--- config.mk ---
export PLATFORM = sky130hd
export DESIGN_NAME = mpy_seq_ctrl
export DESIGN_NICKNAME = d
export VERILOG_FILES = /design/src/rtl/mpy_seq_pkg.sv /design/src/rtl/mpy_cyc_ctr.sv /design/src/rtl/mpy_seq_decode.sv /design/src/rtl/mpy_seq_state_reg.sv /design/src/rtl/mpy_seq_ctrl.sv
export SDC_FILE = /design/constraint.sdc
export NUM_CORES = 1
export LEC_CHECK = 0
export BUFFER_PORTS_ARGS = -buffer_cell sky130_fd_sc_hd__buf_2
export CAP_MARGIN = 25
export CORE_AREA = 2 2 39 41
export DETAILED_ROUTE_END_ITERATION = 8
export DIE_AREA = 0 0 41 43
export GPL_ROUTABILITY_DRIVEN = 0
export PLACE_DENSITY = 0.59
export SLEW_MARGIN = 20
export SYNTH_ARGS = -nofsm -noshare
export SYNTH_HDL_FRONTEND = slang
export SYNTH_SLANG_ARGS = --single-unit
--- constraint.sdc ---
create_clock -name clk -period 1.3 [get_ports clk]
set_input_delay 0.065 -clock clk [delete_from_list [all_inputs] [get_ports clk]]
set_output_delay 0.065 -clock clk [all_outputs]
set_load 0.01 [all_outputs]
--- src/rtl/mpy_seq_pkg.sv ---
// Package: shared widths, state encoding and shift codes for the sequencer.
// Assumes a four-slice product, so the counter is two bits wide.
package mpy_seq_pkg;
    localparam int CNT_W = 2;
    localparam int SEL_W = CNT_W;
    localparam int SHF_W = 2;
    localparam int ST_W  = 3;

    typedef enum logic [ST_W-1:0] {
        ST_IDLE = 3'b000,
        ST_LSB  = 3'b001,
        ST_MID  = 3'b010,
        ST_MSB  = 3'b011,
        ST_ERR  = 3'b100
    } seq_st_e;

    localparam logic [SHF_W-1:0] SHF_NONE = 2'd0;
    localparam logic [SHF_W-1:0] SHF_ONE  = 2'd1;
    localparam logic [SHF_W-1:0] SHF_TWO  = 2'd2;

    typedef struct packed {
        seq_st_e          nxt;
        logic [SEL_W-1:0] sel;
        logic [SHF_W-1:0] shf;
        logic             en_n;
        logic             clr_n;
        logic             done;
    } seq_ctl_t;
endpackage

--- src/rtl/mpy_cyc_ctr.sv ---
// Module: wrapping cycle counter that tracks the slice being processed.
// Assumes: start zeroes it synchronously; otherwise it counts every edge.
module mpy_cyc_ctr #(
    parameter int W = 2
) (
    input  logic         clk,
    input  logic         rst_n,
    input  logic         start,
    output logic [W-1:0] cnt
);
    // Purpose: count every edge, zeroed by reset or start.
    always_ff @(posedge clk) begin
        if (!rst_n)     cnt <= '0;
        else if (start) cnt <= '0;
        else            cnt <= cnt + 1'b1;
    end
endmodule

--- src/rtl/mpy_seq_decode.sv ---
// Module: Mealy decode of present state, start and count into the next
// state and all datapath controls.
// Assumes: the count is zeroed at the edge where start is seen.
module mpy_seq_decode
    import mpy_seq_pkg::*;
#(
    parameter int W = CNT_W
) (
    input  seq_st_e      st,
    input  logic         start,
    input  logic [W-1:0] cnt,
    output seq_ctl_t     ctl
);
    localparam logic [W-1:0] CNT_FIRST = '0;
    localparam logic [W-1:0] CNT_LAST  = '1;
    localparam logic [W-1:0] CNT_PREV  = CNT_LAST - 1'b1;

    // Purpose: pick the next state and the per-cycle controls.
    always_comb begin
        ctl       = '0;
        ctl.nxt   = st;
        ctl.en_n  = 1'b1;
        ctl.clr_n = 1'b1;
        case (st)
            ST_IDLE: begin
                if (start) begin
                    ctl.nxt   = ST_LSB;
                    ctl.clr_n = 1'b0;
                end
            end
            ST_LSB: begin
                if (!start && cnt == CNT_FIRST) begin
                    ctl.nxt  = ST_MID;
                    ctl.en_n = 1'b0;
                    ctl.sel  = SEL_W'(cnt);
                    ctl.shf  = SHF_NONE;
                end else begin
                    ctl.nxt = ST_ERR;
                end
            end
            ST_MID: begin
                if (!start && cnt > CNT_FIRST && cnt < CNT_LAST) begin
                    ctl.nxt  = (cnt == CNT_PREV) ? ST_MSB : ST_MID;
                    ctl.en_n = 1'b0;
                    ctl.sel  = SEL_W'(cnt);
                    ctl.shf  = SHF_ONE;
                end else begin
                    ctl.nxt = ST_ERR;
                end
            end
            ST_MSB: begin
                if (!start && cnt == CNT_LAST) begin
                    ctl.nxt  = ST_IDLE;
                    ctl.en_n = 1'b0;
                    ctl.sel  = SEL_W'(cnt);
                    ctl.shf  = SHF_TWO;
                    ctl.done = 1'b1;
                end else begin
                    ctl.nxt = ST_ERR;
                end
            end
            ST_ERR: begin
                if (start) begin
                    ctl.nxt   = ST_LSB;
                    ctl.clr_n = 1'b0;
                end
            end
            default: ctl.nxt = ST_ERR;
        endcase
    end
endmodule

--- src/rtl/mpy_seq_state_reg.sv ---
// Module: present-state register with synchronous active-low reset.
// Assumes: the next state comes from the decode of the same cycle.
module mpy_seq_state_reg
    import mpy_seq_pkg::*;
(
    input  logic    clk,
    input  logic    rst_n,
    input  seq_st_e nxt,
    output seq_st_e st
);
    // Purpose: hold the present state; reset returns to IDLE.
    always_ff @(posedge clk) begin
        if (!rst_n) st <= ST_IDLE;
        else        st <= nxt;
    end
endmodule

--- src/rtl/mpy_seq_ctrl.sv ---
// Module: top of the sequencer. Joins the counter, the state register and
// the decode, and holds the outputs inactive while reset is low.
// Assumes: start is a single-cycle pulse from the requester.
module mpy_seq_ctrl
    import mpy_seq_pkg::*;
#(
    parameter int CW = CNT_W,
    parameter int SW = SEL_W,
    parameter int HW = SHF_W,
    parameter int TW = ST_W
) (
    input  logic          clk,
    input  logic          rst_n,
    input  logic          start,
    output logic [SW-1:0] in_sel_o,
    output logic [HW-1:0] shift_o,
    output logic          acc_en_n_o,
    output logic          acc_clr_n_o,
    output logic          done_o,
    output logic [TW-1:0] state_o,
    output logic [CW-1:0] cyc_cnt_o
);
    logic [CW-1:0] cnt;
    seq_st_e       st;
    seq_ctl_t      ctl;

    mpy_cyc_ctr #(.W(CW)) u_ctr (
        .clk(clk), .rst_n(rst_n), .start(start), .cnt(cnt)
    );

    mpy_seq_decode #(.W(CW)) u_dec (
        .st(st), .start(start), .cnt(cnt), .ctl(ctl)
    );

    mpy_seq_state_reg u_st (
        .clk(clk), .rst_n(rst_n), .nxt(ctl.nxt), .st(st)
    );

    // Purpose: hold every control inactive while reset is low.
    always_comb begin
        in_sel_o    = rst_n ? SW'(ctl.sel) : '0;
        shift_o     = rst_n ? HW'(ctl.shf) : '0;
        acc_en_n_o  = rst_n ? ctl.en_n : 1'b1;
        acc_clr_n_o = rst_n ? ctl.clr_n : 1'b1;
        done_o      = rst_n & ctl.done;
    end

    assign state_o   = TW'(st);
    assign cyc_cnt_o = cnt;
endmodule

## After elaboration in Yosys (flattened, before gate mapping)

Cells that the tools add are included.

| word-level totals | value |
|---|---|
| flip-flop bits (word level) | 5 |
| bits of input ports | 3 |
| logic and storage cells | 41 |

| cells by class | value |
|---|---|
| add/sub/neg operators | 1 |
| magnitude comparators | 2 |
| eq/ne operators | 7 |
| mux-type cells | 18 |
| bitwise gates (word level) | 2 |
| reduce and logical (&&, ||, !) cells | 9 |

Operator list:

| operator | number |
|---|---|
| two-way mux 5 bit | 3 |
| one-hot mux 5 bit (3 select lines) | 1 |
| two-way mux 3 bit | 4 |
| one-hot mux 3 bit (4 select lines) | 1 |
| two-way mux 1 bit | 7 |
| equality test 3 x 2 -> 1 bit, second input constant | 2 |
| equality test 2 bit, second input constant | 2 |
| logical AND 1 bit | 4 |
| two-way mux 2 bit | 2 |
| OR reduction 2 bit | 2 |
| equality test 3 x 1 -> 1 bit, second input constant | 1 |
| equality test 3 bit, second input constant | 1 |
| logical NOT 3 bit | 1 |
| adder 2 x 1 -> 2 bit, second input constant | 1 |
| greater-than comparator 2 x 1 -> 1 bit, second input constant | 1 |
| logical NOT 2 bit | 1 |
| < comparator 2 bit, second input constant | 1 |
| != test 2 x 1 -> 1 bit, second input constant | 1 |
| AND 1 bit | 1 |
| logical NOT 1 bit | 1 |
| inverter 1 bit | 1 |

## Logic depth before layout (Yosys ltp)

Gate-level depths: netlist of run 1.

| depth | value |
|---|---|
| depth after elaboration | 6 |
| depth in mapped cells | 5 |
| depth with buffers taken out | 5 |

## By module

From an unflattened synthesis of run 1, not the netlist that was laid out.

| second synthesis, totals | value |
|---|---|
| cell total of the unflattened synthesis | 52 |
| area, all modules | 386.6 µm² |

By module, submodules not included:

| module | times used | cells each | area an instance (µm²) |
|---|---|---|---|
| mpy_seq_decode | 1 | 33 | 201.4 |
| mpy_seq_state_reg | 1 | 6 | 78.8 |
| mpy_cyc_ctr | 1 | 6 | 62.6 |
| mpy_seq_ctrl | 1 | 7 | 43.8 |

## Worst setup path after synthesis of run 1

Ideal clock, no wire load.

| path | value |
|---|---|
| path type | flip-flop to output port |
| start | register u_ctr.cnt[0] |
| end | output port in_sel_o[0] |
| arrival time | 1452 ps |
| required time | 1235 ps |
| slack | -217 ps |
| stages on the path, launching flop included | 6 |
| buffers on the path | 0 |
| cells stage by stage | dfxtp_1 > inv_1 > ha_1 > nor4b_2 > a21oi_1 > nor3_1 |

| between the ends | value |
|---|---|
| longest elaborated chain between the ends | 6 |
| elaborated cells on any way between the ends | 13 |

RTL lines:

| element | line | source |
|---|---|---|
| start, declared | mpy_cyc_ctr.sv:9 | `output logic [W-1:0] cnt` |
| start signal, assigned | mpy_cyc_ctr.sv:15 | `else cnt <= cnt + 1'b1;` |
| greater-than comparator 2 x 1 -> 1 bit | mpy_seq_decode.sv:42 | `if (!start && cnt > CNT_FIRST && cnt < CNT_LAST) begin` |
| logical AND 1 bit (2 in series) | mpy_seq_decode.sv:42 |  |
| two-way mux 5 bit | mpy_seq_decode.sv:42 |  |
| one-hot mux 5 bit (3 select lines) * | mpy_seq_decode.sv:24 | `case (st)` |
| two-way mux 2 bit * | mpy_seq_ctrl.sv:41 | `in_sel_o = rst_n ? SW'(ctl.sel) : '0;` |
| end, declared | mpy_seq_ctrl.sv:15 | `output logic [SW-1:0] in_sel_o,` |

Mark *: on every way between the ends. The rest lies on a longest branch, timed or not.

## Final worst setup path of run 1

| path | value |
|---|---|
| start | register u_ctr.cnt[1] |
| end | output port shift_o[0] |

| between the ends | value |
|---|---|
| longest elaborated chain between the ends | 6 |
| elaborated cells on any way between the ends | 7 |

RTL lines:

| element | line | source |
|---|---|---|
| greater-than comparator 2 x 1 -> 1 bit | mpy_seq_decode.sv:42 |  |
| logical AND 1 bit | mpy_seq_decode.sv:42 |  |
| logical AND 1 bit * | mpy_seq_decode.sv:42 |  |
| two-way mux 5 bit * | mpy_seq_decode.sv:42 |  |
| one-hot mux 5 bit (3 select lines) * | mpy_seq_decode.sv:24 |  |
| two-way mux 2 bit * | mpy_seq_ctrl.sv:42 | `shift_o = rst_n ? HW'(ctl.shf) : '0;` |
| end, declared | mpy_seq_ctrl.sv:16 | `output logic [HW-1:0] shift_o,` |

Marks and branches as above.

==> results.toml, run 1 <==
[outcome]
status = "complete, but fails checks"
violations = "negative setup slack"

[sta]
fin_crit_sh_pct = 121
max_freq_mhz = 635
relSlewSlack_pct = 80.6
fin_hold_ws_ps = 99.0
slew_violations = 0
skew_ps = 0.563
hold_viol_final = 0
min_period_ps = 1580
rsz0062_at_grt = "true"
finalSetupViolCount = 6
setup_slack_ps = -275
worst_pin_slew_ps = 290

[yosys]
synth_top_area_share_pct = 29.4
synth_cells = 39
synth.area.top_cells = "dfxtp_1, ha_1, nor2_1"
synth_cell_type_count = 22
synth_top_area_cell = "dfxtp_1"
synth_nets = 45
syn_area_per_cell_um2 = 8.73
syn_area_um2 = 340
yosysSeqAreaShare_pct = 29.4
ys_ff_latch = 5
ys_warn_count = 0

[cts]
clk_pin_slew_ps = 40
cts-buffers-inserted = 3
clk_path_buf_depth = 2
clock-root-buffer = "clkbuf_4"
cts_sinks = 5
htree_levels = 1
cts_tree = "done"
insertion_delay_ps = 240
holdBufCountCts = 0

[critical_path]
path_cells = "inv_4 > ha_4 > nor4b_4 > buf_4 > and2b_2 > buf_6"
path_delay_family = "simple AND/OR/NAND/NOR gates"
start_kind = "register"
r2r_cells = 6
r2r-end = "u_st.st[2]"
cp.required_ps = 1240
reg2reg_from = "u_ctr.cnt[1]"
crit_slowest_cell = "dfxtp_4"
path_class = "register to output pin"
r2r_slack_ps = -110
slowest_delay_ps = 370
worstPathMaxFanout = 3
endpoint_kind = "output pin"
cp.arrival_ps = 1510
cp_num_buf_inv = 3

[finish]
most-common-layout-cells = "buf_2, buf_4, nor2_1"
multiInputGateArea_um2 = 275
layout_commonest_cell = "buf_2"
nNetsFinal = 74
drive_above_1_share_pct = 68.7
syn2layout_area_growth_pct = 81.3
register_area_um2 = 109
n_fill_cell = 143
antennaDiodeCount = 0
fin_util_pct = 44.6

[grt]
grt_antenna_before_repair = 0
grt_pass1_vias = 338
grt-ovfl-total = 0
grt_usage_pct = 11.3
grt_max_degree = 9
grt_pass1_wl_um = 1370

[drt]
drt_iter0_drc = 8
vias_per_cell = 4.88
routed_wl_um = 903
drtAntennaViolNets = 0
num_vias = 405
drc_errors = 0
drtPass1Iterations = 4
wire_per_inst_um = 10.9

[placement]
place_ws_ps = -53.3
hpwl_um = 620
numPortBuffers = 14

[power_and_ir_drop]
total_power_w = 0.000455
ir_worst_vdd_uv = 466
comb_power_share_pct = 23.1
powerDensity_nw_per_um2 = 738
pwr-share-clk_pct = 39.8
swShare_pct = 27.6
power.internal_w = 0.000330
cellLeakagePower_nw = 0.282
switchingPower_w = 0.000126
pwr-share-seq_pct = 37.1

[floorplanning]
die_area_um2 = 1760
start_util_pct = 24.6
io_pins = 15
core.rowCount = 14
die_x_um = 41
die_y_um = 43
core_area_um2 = 1380

[worst_hold_path]
worstHoldStart = "rst_n"
hp-class = "input pin to register"
worstHoldPathCells = 2
hold-path-endpoint = "u_st.st[2]"

[job]
maxCapViolations = 0
-- through the flow --
stage	TNS (ps)	instance area, um2	cells
3_3_place_gp	-49.2	514	75
2_1_floorplan	0	380	39
5_1_grt	-1790	617	83
4_1_cts	-1340	584	82
6_report	-1160	617	83
3_5_place_dp	-75.8	514	75
-- state kept, by name, summed over array words and instances, names as in the netlist --
signal / cells
u_ctr.cnt: 2
u_st.st: 3
-- worst max path at each step --
stage | startpoint | end | slack [ps] | cells after the start
after floorplan | u_ctr.cnt[0] | acc_en_n_o | 6 | 5
after global placement | u_ctr.cnt[0] | acc_en_n_o | -30 | 6
after detailed placement | u_ctr.cnt[1] | acc_en_n_o | -50 | 6
after CTS | u_ctr.cnt[0] | acc_en_n_o | -310 | 6
after global routing | u_ctr.cnt[0] | acc_en_n_o | -360 | 6
final | u_ctr.cnt[1] | shift_o[0] | -280 | 6
-- cells in the mapped netlist --
cell and number:
buf_6 1, nor4_1 2, nor3b_1 2, dfxtp_1 5, nor4b_2 1, o211a_1 1, and2b_2 1, clkbuf_2 1
a21boi_0 1, a31oi_1 1, nand3_1 3, or2_1 1, nand2_1 1, a21oi_1 1, and4b_2 1, nor2_1 5
or3b_1 1, and3b_2 1, ha_1 3, mux2_2 1, nor3_1 2, inv_1 3
-- per-layer routing --
metal  part of all wire, %  global-route usage (%)  vias to the layer above  routed length (um)
li1                      -                       -                      196                   -
met1                    49                    14.5                      187                 443
met2                    41                    16.6                       17                 369
met3                   7.8                    3.14                        5                  70
met4                   2.1                    6.00                        0                  19
met5                     0                       0                        -                   0
-- logic make-up (layout without fill, tap and decap cells) --
family | Yosys count | count (layout) | share of synthesized area [%]
AO/OA/AOI/OAI | 4 | 4 | 8.46
buffers and inverters | 5 | 33 | 8.09
multiplexers | 1 | 1 | 3.31
flip-flops | 5 | 5 | 29.4
adder cells (fa/ha/maj) | 3 | 3 | 11.0
AND/OR/NAND/NOR | 21 | 21 | 39.7
-- final cells by class --
| type | instances | area share (%) |
|---|---|---|
| Clock buffer | 4 | 4.26 |
| Inverter | 3 | 2.64 |
| Multi-Input combinational cell | 29 | 44.6 |
| Sequential cell | 5 | 17.6 |
| Tap cell | 16 | 3.25 |
| Timing Repair Buffer | 26 | 27.6 |
-- timing repair --
item / CTS / global route
cloned: 0 / 0
pin swaps: 7 / 5
gates resized for setup: 5 / 7
setup buffers: 3 / 1
setup endpoints to repair: 7 / 9
-- power by group through the flow --
stage | clock network (W) | registers (W) | logic [W]
6_report | 0.000181 | 0.000169 | 0.000105
5_1_grt | 0.000203 | 0.000170 | 0.000114
4_1_cts | 0.000187 | 0.000169 | 0.000104
3_5_place_dp | 0 | 0.000172 | 0.0000910
3_3_place_gp | 0 | 0.000171 | 0.0000886
2_1_floorplan | 0 | 0.000177 | 0.0000510
Note: power is estimated with default switching activity, not from simulation.
==> inputs of run 2 (changes only) <==
--- a/config.mk
+++ b/config.mk
@@ -12,6 +12,7 @@
 export DIE_AREA = 0 0 41 43
 export GPL_ROUTABILITY_DRIVEN = 0
 export PLACE_DENSITY = 0.59
+export REMOVE_ABC_BUFFERS = 1
 export SLEW_MARGIN = 20
 export SYNTH_ARGS = -nofsm -noshare
 export SYNTH_HDL_FRONTEND = slang
==> results.toml, run 2 (synthesis results as in run 1) <==
[sta]
min_period_ps = 1580
max_freq_mhz = 633
fin_hold_ws_ps = 108
rsz0062_at_grt = "true"
finalSetupViolCount = 9
setup_slack_ps = -280
slew_violations = 0
skew_ps = 0.739
hold_viol_final = 0
setup_tns_ps = -1230
worst_pin_slew_ps = 289
fin_crit_sh_pct = 122
relSlewSlack_pct = 80.6

[drt]
drtPass1Iterations = 3
drc_errors = 0
vias_per_cell = 4.57
drt_iter0_drc = 10
routed_wl_um = 881
wire_per_inst_um = 10.2
num_vias = 393
drtAntennaViolNets = 0

[job]
maxCapViolations = 0

[critical_path]
startpoint = "u_ctr.cnt[1]"
path_delay_family = "simple AND/OR/NAND/NOR gates"
slowest_delay_ps = 350
cp.arrival_ps = 1520
path_cells = "ha_4 > nor4b_4 > buf_4 > and2b_2 > buf_6"
r2r_slack_ps = -120
cp.required_ps = 1240
worstPathMaxFanout = 4
start_kind = "register"
cp_num_buf_inv = 2
crit_slowest_cell = "dfxtp_4"
path_class = "register to output pin"
reg2reg_from = "u_ctr.cnt[1]"
endpoint_kind = "output pin"

[floorplanning]
io_pins = 15
die_y_um = 43
die_area_um2 = 1760
die_x_um = 41
start_util_pct = 24.6
core_area_um2 = 1380
core.rowCount = 14

[placement]
place_area_um2 = 497
numPortBuffers = 14
hpwl_um = 603

[finish]
largestRegisters = "u_st.st (3), u_ctr.cnt (2)"
largest_register = "u_st.st"
layout_commonest_cell = "buf_4"
n_fill_cell = 133
drive_above_1_share_pct = 77.1
nNetsFinal = 77
fin_util_pct = 49.2
syn2layout_area_growth_pct = 100
antennaDiodeCount = 0
largest_reg_flops = 3
most-common-layout-cells = "buf_4, buf_2, nor2_1, clkbuf_4, dfxtp_1"
finalInstanceArea_um2 = 681

[power_and_ir_drop]
cellLeakagePower_nw = 0.304
total_power_w = 0.000463
ir_worst_vdd_uv = 457
powerDensity_nw_per_um2 = 681

[grt]
grt_antenna_before_repair = 0
grt-ovfl-total = 0
grt_pass1_wl_um = 1520
grt_pass1_vias = 372
grt_usage_pct = 12.6
grt_max_degree = 10

[cts]
clock-root-buffer = "clkbuf_4"
cts_tree = "done"
clk_path_buf_depth = 2
htree_levels = 1
insertion_delay_ps = 240
clk_pin_slew_ps = 40
cts-buffers-inserted = 3
cts_sinks = 5

[worst_hold_path]
worstHoldStart = "rst_n"
hp-class = "input pin to register"

[outcome]
violations = "negative setup slack"
status = "complete, but fails checks"
-- run 2: worst register-to-register path: stages, from the launching register on --
cell and delay (ps):
dfxtp_4 350, ha_4 180, nor4b_4 350, buf_4 170, buf_4 110, nand3_2 70
a21boi_2 130
-- run 2: cell type report --
class | count | area (um2) | area share [%]
Inverter | 3 | 11.3 | 1.65
Sequential cell | 5 | 108 | 15.8
Timing Repair Buffer | 29 | 193 | 28.3
Tap cell | 16 | 20.0 | 2.94
Multi-Input combinational cell | 29 | 323 | 47.4
Clock buffer | 4 | 26.3 | 3.86
-- run 2: final timing paths --
path	endpoint	depth (start not counted)
max reg2reg	u_st.st[0]	6
min reg2reg	u_ctr.cnt[0]	2
max	shift_o[0]	5
min	u_st.st[2]	2
-- run 2: per-stage QoR --
stage / setup WS (ps) / instances
final: -280 / 86
after global routing: -343 / 86
after CTS: -292 / 85
after detailed placement: -158 / 78
after global placement: -140 / 78
after floorplan: -217 / 37
-- run 2: what timing repair did --
action | in CTS | in global routing
buffers inserted | 3 | 2
pin swaps | 3 | 7
resized for setup | 15 | 15
endpoints found under the setup margin | 9 | 10
hold buffers | 0 | 0
-- run 2: report_power, final --
part,leakage (nW),internal (W),switching [W],total (W)
combinational,0.247,0.0000602,0.0000581,0.000118
sequential,0.0423,0.000159,0.00000799,0.000167
clock,0.0150,0.000116,0.0000620,0.000178
total,0.304,0.000335,0.000128,0.000463
-- run 2: per-layer routing --
metal	part of all wire (%)	vias to the layer above	GRT usage (%)	wire (um)
met5	0	-	0	0
met4	0	0	4.00	0
met3	4.7	0	4.71	41
met2	51	10	17.5	448
met1	44	183	17.5	391
li1	-	200	-	-
==> inputs of run 3 (changes only) <==
--- a/config.mk
+++ b/config.mk
@@ -13,7 +13,8 @@
 export GPL_ROUTABILITY_DRIVEN = 0
 export PLACE_DENSITY = 0.59
 export REMOVE_ABC_BUFFERS = 1
-export SLEW_MARGIN = 20
+export SLEW_MARGIN = 10
 export SYNTH_ARGS = -nofsm -noshare
 export SYNTH_HDL_FRONTEND = slang
 export SYNTH_SLANG_ARGS = --single-unit
+export TNS_END_PERCENT = 50
==> results.toml, run 3 (synthesis results as in run 1) <==
[outcome]
status = "complete, but fails checks"
violations = "negative setup slack"

[cts]
cts_sinks = 5
clk_pin_slew_ps = 40
holdBufCountCts = 0
cts_tree = "done"
insertion_delay_ps = 240
htree_levels = 1
clk_path_buf_depth = 2
clock-root-buffer = "clkbuf_4"
cts-buffers-inserted = 3

[floorplanning]
die_area_um2 = 1760
die_y_um = 43
die_x_um = 41
core_area_um2 = 1380
io_pins = 15
start_util_pct = 24.6
core.rowCount = 14

[critical_path]
cp.arrival_ps = 1510
endpoint_kind = "output pin"
worstPathMaxFanout = 4
r2r-end = "u_st.st[0]"
reg2reg_from = "u_ctr.cnt[1]"
path_class = "register to output pin"
r2r_slack_ps = -100
r2r_cells = 6
start_kind = "register"
cp.required_ps = 1240

[finish]
drive_above_1_share_pct = 71.0
largest_reg_flops = 3
n_fill_cell = 145
nNetsFinal = 76
syn2layout_area_growth_pct = 84.9
layout_commonest_cell = "buf_4"
largest_register = "u_st.st"
largestRegisters = "u_st.st (3), u_ctr.cnt (2)"
most-common-layout-cells = "buf_4, buf_2, nor2_1"
antennaDiodeCount = 0
register_area_um2 = 108
multiInputGateArea_um2 = 283
fin_cells = 85

[grt]
grt_pass1_wl_um = 1410
grt_pass1_vias = 341
grt_usage_pct = 11.8
grt_max_degree = 10
grt-ovfl-total = 0
grt_antenna_before_repair = 0

[power_and_ir_drop]
pwr-share-clk_pct = 39.3
switchingPower_w = 0.000121
powerDensity_nw_per_um2 = 718
comb_power_share_pct = 23.8
power.internal_w = 0.000331
swShare_pct = 26.8
cellLeakagePower_nw = 0.293
total_power_w = 0.000452
ir_worst_vdd_uv = 461
pwr-share-seq_pct = 36.9

[sta]
worst_pin_slew_ps = 289
rsz0062_at_grt = "true"
slew_violations = 0
fin_crit_sh_pct = 122
max_freq_mhz = 633
min_period_ps = 1580
hold_viol_final = 0
setup_slack_ps = -280
fin_hold_ws_ps = 101
skew_ps = 0.576
relSlewSlack_pct = 80.6
finalSetupViolCount = 7

[drt]
wire_per_inst_um = 9.98
vias_per_cell = 4.53
routed_wl_um = 848
drc_errors = 0
drt_iter0_drc = 11
drtPass1Iterations = 2
drtAntennaViolNets = 0
num_vias = 385

[placement]
hpwl_um = 603
numPortBuffers = 14
place_ws_ps = -158
post-place-cells = 78

[worst_hold_path]
worstHoldStart = "start"
hp-class = "input pin to register"
hold-path-endpoint = "u_ctr.cnt[0]"
worstHoldPathCells = 2

[job]
maxCapViolations = 0
## run 3: what timing repair did
| action | in CTS | in global routing |
|---|---|---|
| resized for setup | 13 | 8 |
| pin swaps | 3 | 3 |
| setup buffers | 3 | 0 |
| cloned | 0 | 0 |
| endpoints found under the setup margin | 9 | 10 |
## run 3: layout make-up
cell class / count / area share (%)
Tap cell: 16 / 3.18
Clock buffer: 4 / 4.17
Multi-Input combinational cell: 29 / 44.9
Inverter: 3 / 1.79
Timing Repair Buffer: 28 / 28.8
Sequential cell: 5 / 17.1
## run 3: worst max path at each step
stage	startpoint	to	slack (ps)	cells past startpoint
global placement	u_ctr.cnt[0]	u_st.st[2]	-140	6
detailed placement	u_ctr.cnt[0]	acc_en_n_o	-160	6
floorplan	u_ctr.cnt[0]	in_sel_o[0]	-220	5
finish	u_ctr.cnt[1]	shift_o[0]	-280	5
global route	u_ctr.cnt[1]	acc_en_n_o	-340	6
CTS	u_ctr.cnt[0]	acc_en_n_o	-290	6
## run 3: through the flow
stage / utilization (%) / TNS [ps] / cell area, um2
global placement: 35.9 / -610 / 497
floorplan: - / -842 / 324
detailed placement: 35.9 / -779 / 497
global route: 45.5 / -1800 / 629
finish: 45.5 / -1220 / 629
CTS: 42.7 / -1190 / 591
## run 3: worst max-delay path, stage by stage, from the launching register on
cell and delay (ps):
dfxtp_4 350, ha_4 180, nor4b_4 350, buf_4 170, and2b_2 140, buf_6 90
## run 3: layer usage
| layer | global-route usage (%) | wire length (um) | vias up |
|---|---|---|---|
| li1 | - | - | 200 |
| met5 | 0 | 0 | - |
| met3 | 4.71 | 41 | 0 |
| met1 | 17.2 | 393 | 175 |
| met4 | 4.00 | 0 | 0 |
| met2 | 15.3 | 413 | 10 |
## run 3: power by group through the flow
stage	logic [W]	clock network, W	registers [W]
after global placement	0.0000822	0	0.000169
after CTS	0.000100	0.000188	0.000168
after floorplan	0.0000352	0	0.000175
after detailed placement	0.0000836	0	0.000169
final	0.000108	0.000178	0.000167
after global routing	0.000119	0.000198	0.000167
